$ cat src/rtl/tlb_pkg.sv
package tlb_pkg;

    localparam int ADDR_W = 32;
    localparam int PG_SH  = 12;
    localparam int TAG_W  = ADDR_W - PG_SH;

    typedef enum logic [2:0] {
        OP_IDLE      = 3'd0,
        OP_SETLOCK   = 3'd1,
        OP_LOAD      = 3'd2,
        OP_FLUSH_VA  = 3'd3,
        OP_FLUSH_ALL = 3'd4
    } tlb_op_e;

    typedef struct packed {
        logic [TAG_W-1:0] tag;
        logic             vld;
        logic             keep;
        logic [1:0]       psz;
        logic [TAG_W-1:0] pbase;
    } tlb_ent_t;

    // Mask of the in-page offset bits for a size code
    function automatic logic [ADDR_W-1:0] off_mask(input logic [1:0] code);
        logic [ADDR_W-1:0] m;
        case (code)
            2'd0:    m = 32'h0000_0FFF;
            2'd1:    m = 32'h0000_FFFF;
            2'd2:    m = 32'h000F_FFFF;
            default: m = 32'h00FF_FFFF;
        endcase
        return m;
    endfunction

endpackage

$ cat src/rtl/tlb_match.sv
module tlb_match
    import tlb_pkg::*;
(
    input  tlb_ent_t          ent,
    input  logic [ADDR_W-1:0] addr,
    output logic              hit
);
    logic [ADDR_W-1:0] page_mask;
    logic [ADDR_W-1:0] start_va;

    always_comb begin
        page_mask = ~off_mask(ent.psz);
        start_va  = {ent.tag, {PG_SH{1'b0}}};
        hit       = ent.vld && ((addr & page_mask) == (start_va & page_mask));
    end
endmodule

$ cat src/rtl/tlb_first_pick.sv
module tlb_first_pick #(
    parameter int N = 8,
    localparam int IXW = (N > 1) ? $clog2(N) : 1
) (
    input  logic [N-1:0]   req,
    output logic           found,
    output logic [IXW-1:0] idx
);
    always_comb begin
        found = 1'b0;
        idx   = '0;
        for (int i = N - 1; i >= 0; i--) begin
            if (req[i]) begin
                found = 1'b1;
                idx   = IXW'(i);
            end
        end
    end
endmodule

$ cat src/rtl/tlb_lock_ctrl.sv
module tlb_lock_ctrl
    import tlb_pkg::*;
#(
    parameter int N = 8,
    localparam int IW  = $clog2(N + 1),
    localparam int IXW = (N > 1) ? $clog2(N) : 1
) (
    input  tlb_op_e        op,
    input  logic           keep_in,
    input  logic [IW-1:0]  floor_in,
    input  logic [IW-1:0]  ptr_in,
    input  logic [IW-1:0]  floor_q,
    input  logic [IW-1:0]  ptr_q,
    output logic [IW-1:0]  floor_d,
    output logic [IW-1:0]  ptr_d,
    output logic           wr_en,
    output logic [IXW-1:0] wr_slot,
    output logic           refused
);
    localparam logic [IW-1:0] LIM = IW'(N);

    logic [IW-1:0] step;

    always_comb begin
        floor_d = floor_q;
        ptr_d   = ptr_q;
        wr_en   = 1'b0;
        wr_slot = ptr_q[IXW-1:0];
        refused = 1'b0;
        step    = '0;
        case (op)
            OP_SETLOCK: begin
                floor_d = (floor_in > LIM) ? LIM : floor_in;
                ptr_d   = (ptr_in > LIM) ? LIM : ptr_in;
            end
            OP_LOAD: begin
                if (keep_in) begin
                    if (floor_q >= LIM) begin
                        refused = 1'b1;
                    end else begin
                        wr_en   = 1'b1;
                        wr_slot = floor_q[IXW-1:0];
                        floor_d = floor_q + IW'(1);
                        step    = floor_q + IW'(1);
                        ptr_d   = (step == LIM) ? floor_d : step;
                    end
                end else begin
                    if (ptr_q >= LIM) begin
                        refused = 1'b1;
                    end else begin
                        wr_en   = 1'b1;
                        wr_slot = ptr_q[IXW-1:0];
                        step    = ptr_q + IW'(1);
                        ptr_d   = (step == LIM) ? floor_q : step;
                    end
                end
            end
            OP_FLUSH_ALL: begin
                floor_d = '0;
                ptr_d   = '0;
            end
            default: ;
        endcase
    end
endmodule

$ cat src/rtl/lockable_tlb.sv
module lockable_tlb
    import tlb_pkg::*;
#(
    parameter int N = 8,
    localparam int IW  = $clog2(N + 1),
    localparam int IXW = (N > 1) ? $clog2(N) : 1
) (
    input  logic          clk,
    input  logic          rst_n,
    input  logic [2:0]    ctl_op,
    input  logic [31:0]   ctl_cam,
    input  logic [31:0]   ctl_ram,
    input  logic [31:0]   ctl_addr,
    input  logic [IW-1:0] ctl_floor,
    input  logic [IW-1:0] ctl_ptr,
    output logic [IW-1:0] lock_floor,
    output logic [IW-1:0] lock_ptr,
    output logic          ld_refused,
    output logic [31:0]   rd_cam,
    output logic [31:0]   rd_ram,
    input  logic [31:0]   lk_addr,
    output logic          lk_hit,
    output logic [31:0]   lk_pa,
    output logic [1:0]    lk_size
);
    localparam logic [IW-1:0] LIM = IW'(N);

    typedef struct packed {
        tlb_ent_t [N-1:0] ents;
        logic [IW-1:0]    floor;
        logic [IW-1:0]    ptr;
        logic             busy;
    } tlb_state_t;

    tlb_state_t st_q, st_d;
    tlb_op_e    op;

    logic [IW-1:0]  floor_nx, ptr_nx;
    logic           wr_en, refused;
    logic [IXW-1:0] wr_slot;
    logic [N-1:0]   lk_match, fl_match;
    logic           lk_found;
    logic [IXW-1:0] lk_idx;
    tlb_ent_t       new_ent, lk_ent, rd_ent;

    assign op = tlb_op_e'(ctl_op);

    tlb_lock_ctrl #(.N(N)) i_lock (
        .op      (op),
        .keep_in (ctl_cam[2]),
        .floor_in(ctl_floor),
        .ptr_in  (ctl_ptr),
        .floor_q (st_q.floor),
        .ptr_q   (st_q.ptr),
        .floor_d (floor_nx),
        .ptr_d   (ptr_nx),
        .wr_en   (wr_en),
        .wr_slot (wr_slot),
        .refused (refused)
    );

    for (genvar g = 0; g < N; g++) begin : g_cmp
        tlb_match i_lk (.ent(st_q.ents[g]), .addr(lk_addr),  .hit(lk_match[g]));
        tlb_match i_fl (.ent(st_q.ents[g]), .addr(ctl_addr), .hit(fl_match[g]));
    end

    tlb_first_pick #(.N(N)) i_pick (
        .req  (lk_match),
        .found(lk_found),
        .idx  (lk_idx)
    );

    always_comb begin
        new_ent.tag   = ctl_cam[31:PG_SH];
        new_ent.vld   = ctl_cam[3];
        new_ent.keep  = ctl_cam[2];
        new_ent.psz   = ctl_cam[1:0];
        new_ent.pbase = ctl_ram[31:PG_SH];

        st_d       = st_q;
        st_d.floor = floor_nx;
        st_d.ptr   = ptr_nx;
        st_d.busy  = refused;
        if (wr_en) begin
            st_d.ents[wr_slot] = new_ent;
        end
        for (int i = 0; i < N; i++) begin
            if ((op == OP_FLUSH_VA && fl_match[i]) || op == OP_FLUSH_ALL) begin
                st_d.ents[i].vld = 1'b0;
            end
        end
    end

    always_ff @(posedge clk) begin
        if (!rst_n) begin
            st_q <= '0;
        end else begin
            st_q <= st_d;
        end
    end

    always_comb begin
        lk_ent  = st_q.ents[lk_idx];
        lk_hit  = lk_found;
        lk_size = lk_found ? lk_ent.psz : 2'd0;
        lk_pa   = lk_found ? (({lk_ent.pbase, {PG_SH{1'b0}}} & ~off_mask(lk_ent.psz))
                              | (lk_addr & off_mask(lk_ent.psz))) : 32'h0;

        rd_ent  = st_q.ents[st_q.ptr[IXW-1:0]];
        if (st_q.ptr < LIM) begin
            rd_cam = {rd_ent.tag, 8'h00, rd_ent.vld, rd_ent.keep, rd_ent.psz};
            rd_ram = {rd_ent.pbase, {PG_SH{1'b0}}};
        end else begin
            rd_cam = 32'h0;
            rd_ram = 32'h0;
        end
    end

    assign lock_floor = st_q.floor;
    assign lock_ptr   = st_q.ptr;
    assign ld_refused = st_q.busy;

endmodule

$ cat config.mk
export PLATFORM = sky130hd
export DESIGN_NAME = lockable_tlb
export DESIGN_NICKNAME = d
export VERILOG_FILES = /design/src/rtl/tlb_pkg.sv /design/src/rtl/tlb_match.sv /design/src/rtl/tlb_first_pick.sv /design/src/rtl/tlb_lock_ctrl.sv /design/src/rtl/lockable_tlb.sv
export SDC_FILE = /design/constraint.sdc
export NUM_CORES = 1
export LEC_CHECK = 0
export ABC_AREA = 0
export BUFFER_PORTS_ARGS = -buffer_cell sky130_fd_sc_hd__buf_2
export CORE_MARGIN = 3
export CORE_UTILIZATION = 54
export DETAILED_ROUTE_END_ITERATION = 10
export HOLD_SLACK_MARGIN = 0.12
export PLACE_DENSITY = 0.8
export SYNTH_ARGS = -nofsm -noshare
export SYNTH_HDL_FRONTEND = slang
export SYNTH_SLANG_ARGS = --single-unit
$ cat constraint.sdc
create_clock -name clk -period 5.15 [get_ports clk]
set_input_delay 1.03 -clock clk [delete_from_list [all_inputs] [get_ports clk]]
set_output_delay 1.03 -clock clk [all_outputs]
set_load 0.01 [all_outputs]
==> impl_metrics.json <==
{
  "clockBufferDepth": 3,
  "path_class": "input pin to output pin",
  "io_buffers": 196,
  "htreeDepth": 2,
  "die_area_um2": 43620,
  "netlist_instances": 2718,
  "dp_hpwl_mm": 54.98,
  "vias_per_cell": 6.415,
  "first_global_vias": 21370,
  "skew_ns": 0.01378,
  "nFillCells": 3285,
  "dieWidth_um": 208.8,
  "drive_gt1_share_pct": 21.76,
  "wl_per_cell_um": 24.56,
  "power_density_nw_per_um2": 254.6,
  "rr_startpoint": "lock_ptr[0]",
  "yosys_warnings": 0,
  "syn_area_um2": 22220,
  "critPathCaptureType": "output pin",
  "regArea_um2": 7237,
  "detail_route.iter0.violations": 3123,
  "hold_class": "flop to flop",
  "max_freq_ghz": 0.1870,
  "synth_flop_cell": "dfxtp_1",
  "synth_edf_count": 0,
  "synth_top_area_share_pct": 32.53,
  "synthTopCellsByArea": "dfxtp_1 (33%), nand2_1 (12%), a21oi_1 (9.3%)",
  "path_clk_slew_ns": 0.06,
  "power.leakage_nw": 10.29,
  "cts_tree": "done",
  "dieHeight_um": 208.8,
  "violations": "setup timing",
  "report.final.hold_viol_count": 0,
  "hold_buffers": 0,
  "dp_slack_ns": -0.2788,
  "crit_arrival_ns": 4.32,
  "cap_violations": 0,
  "grt_pass1_wl_mm": 125.0,
  "yosysTopAreaCell": "dfxtp_1",
  "grt_max_degree": 163,
  "rows": 73,
  "setup_viol": 16,
  "drt_first_pass_iters": 8,
  "grt_usage_pct": 36.51,
  "period_needed_ns": 5.347,
  "ir_drop_mv": 0.2592,
  "timing.rr.end": "st_q[196]",
  "multiInputGateArea_um2": 14090,
  "grt-ovfl-total": 0,
  "nets": 3005,
  "clkLatencyLatePin_ns": 0.58,
  "yosysSeqAreaShare_pct": 32.53,
  "synthArstFlopShare_pct": 0,
  "cts_root_buffer": "clkbuf_16",
  "crit_fanout": 8,
  "syn_area_per_cell_um2": 8.175,
  "initial_utilization_pct": 55.29,
  "timing.reg2reg.setup_slack_ns": 1.76,
  "ys_ff_latch": 361,
  "fin_crit_sh_pct": 103.8,
  "critPathCapture": "lk_pa[12]",
  "ios": 249,
  "core_area_um2": 40190,
  "num_vias": 21920,
  "tightest_slew_ns": 0.9906,
  "ant_nets": 0,
  "cts_buffers": 40,
  "rsz0062_at_grt": "yes",
  "clock_sinks": 361,
  "status": "finished with violations",
  "ys_types": 80,
  "p_total_mw": 6.604,
  "setup_slack_ns": -0.1971,
  "crit_required_ns": 4.12,
  "maxSlewHeadroom_pct": 33.96,
  "crit_path_start": "lk_addr[31]",
  "finalWirelength_mm": 83.94,
  "cp-start-kind": "input pin",
  "reg2regPathDepth": 7,
  "drc": 0,
  "place_congestion": 1.066,
  "antenna_found_initial": 7,
  "syn2layout_area_growth_pct": 16.75,
  "slew_viol_final": 0
}
report_power, final:
group,switching (mW),internal [mW]
logic,0.481,0.284
clock network,1.24,1.73
registers,0.0506,2.82
total,1.77,4.83
routing by layer:
layer	global-route usage (%)	up-vias	part of all wire [%]
li1	-	9509	-
met1	46.98	10490	37
met4	21.82	2	6.7
met5	0	-	0.017
met2	57.14	1521	45
met3	7.011	396	12
area by class of cell:
cell class | instances | area share (%)
multi-input cells | 2088 | 54.33
flip-flops and latches | 361 | 27.90
repair buffers | 352 | 9.806
clock buffers | 54 | 4.298
well taps | 525 | 2.532
clock inverters | 13 | 0.7910
inverters | 18 | 0.2894
diodes | 6 | 0.05788
timing repair:
item	4_1_cts	5_1_grt
resized for setup	51	71
buffers inserted	11	8
endpoints found under the setup margin	21	22
pin swaps	24	25
cloned	6	0
sequential cells by signal (all words and copies together) (netlist names):
name	flops
lock_floor	4
st_q	352
ld_refused	1
lock_ptr	4
metrics by stage:
step                      TNS [ns]  hold slack [ns]  utilization (%)  std cells  instance area (µm²)
after floorplan                  0           0.4331                -       2737                22290
after global placement      -2.213           0.4403            59.42       3323                23880
after detailed placement    -3.767           0.4478            59.42       3323                23880
after CTS                  -0.5962           0.4557            63.67       3405                25590
after global routing        -2.808           0.4786            64.54       3415                25940
final                       -1.421           0.4550            64.55       3417                25940
placed cells by master, fill, tap and decap left out, types with 18 or more instances in the layout:
cell and instances:
nor2_1 90, buf_6 19, nor4_1 32, conb_1 20
nor3_1 23, xor2_1 175, nand4_1 24, a21oi_1 404
buf_2 181, nand2_1 716, dfxtp_1 357, buf_4 129
xnor2_1 127, mux2_2 18, mux2i_1 119, mux4_2 88
clkbuf_16 41
synthesized netlist by cell type (all sizes together), types with 3 or more instances:
cell type  count
a22oi          8
a31o           3
xor2         181
nand2        720
dfxtp        361
nor2          99
nand4         25
o21ai         22
o2111ai        3
nor3b          9
a21oi        415
mux2i        134
a41o          13
nand3         13
ha             3
nor2b          7
nand2b         6
mux4          88
a31oi          3
buf           85
clkbuf       186
nor3          28
nor4          37
and2          16
o2111a         3
inv           18
a2111oi        9
a211oi         5
or3            3
mux2          32
o211ai         7
xnor2        129
a221oi         4
a22o           9
o22ai          3
worst max-delay path, cell delays in order:
cell	delay [ns]
buf_8	0.11
xor2_4	0.15
nor4_4	0.33
nand4_1	0.19
or4_4	0.62
o41a_4	0.16
a21oi_4	0.18
buf_12	0.17
mux2i_2	0.27
mux2i_2	0.13
mux2_4	0.34
nor4b_4	0.27
o21a_1	0.22
buf_2	0.15
cells by family (layout without fill, tap and decap cells):
| group | after synthesis | count (layout) | share of synthesized area [%] |
|---|---|---|---|
| AO/OA/AOI/OAI | 529 | 530 | 13.89 |
| XOR/XNOR | 310 | 310 | 12.25 |
| adder cells (fa/ha/maj) | 3 | 3 | 0.1690 |
| buffers and inverters | 289 | 437 | 6.284 |
| flip-flops | 361 | 361 | 32.53 |
| multiplexers | 254 | 254 | 16.65 |
| other | 1 | 26 | 0.01688 |
| AND/OR/NAND/NOR | 971 | 971 | 18.21 |
how the worst min path moves through the flow:
stage | startpoint | endpoint | slack (ns) | depth (start not counted)
floorplan | st_q[119] | st_q[119] | 0.43 | 2
global placement | st_q[31] | st_q[31] | 0.44 | 2
detailed placement | st_q[295] | st_q[295] | 0.45 | 2
CTS | st_q[295] | st_q[295] | 0.46 | 2
global route | st_q[75] | st_q[75] | 0.48 | 2
finish | st_q[119] | st_q[119] | 0.45 | 2
No activity file was read; power rests on OpenSTA's default activity.
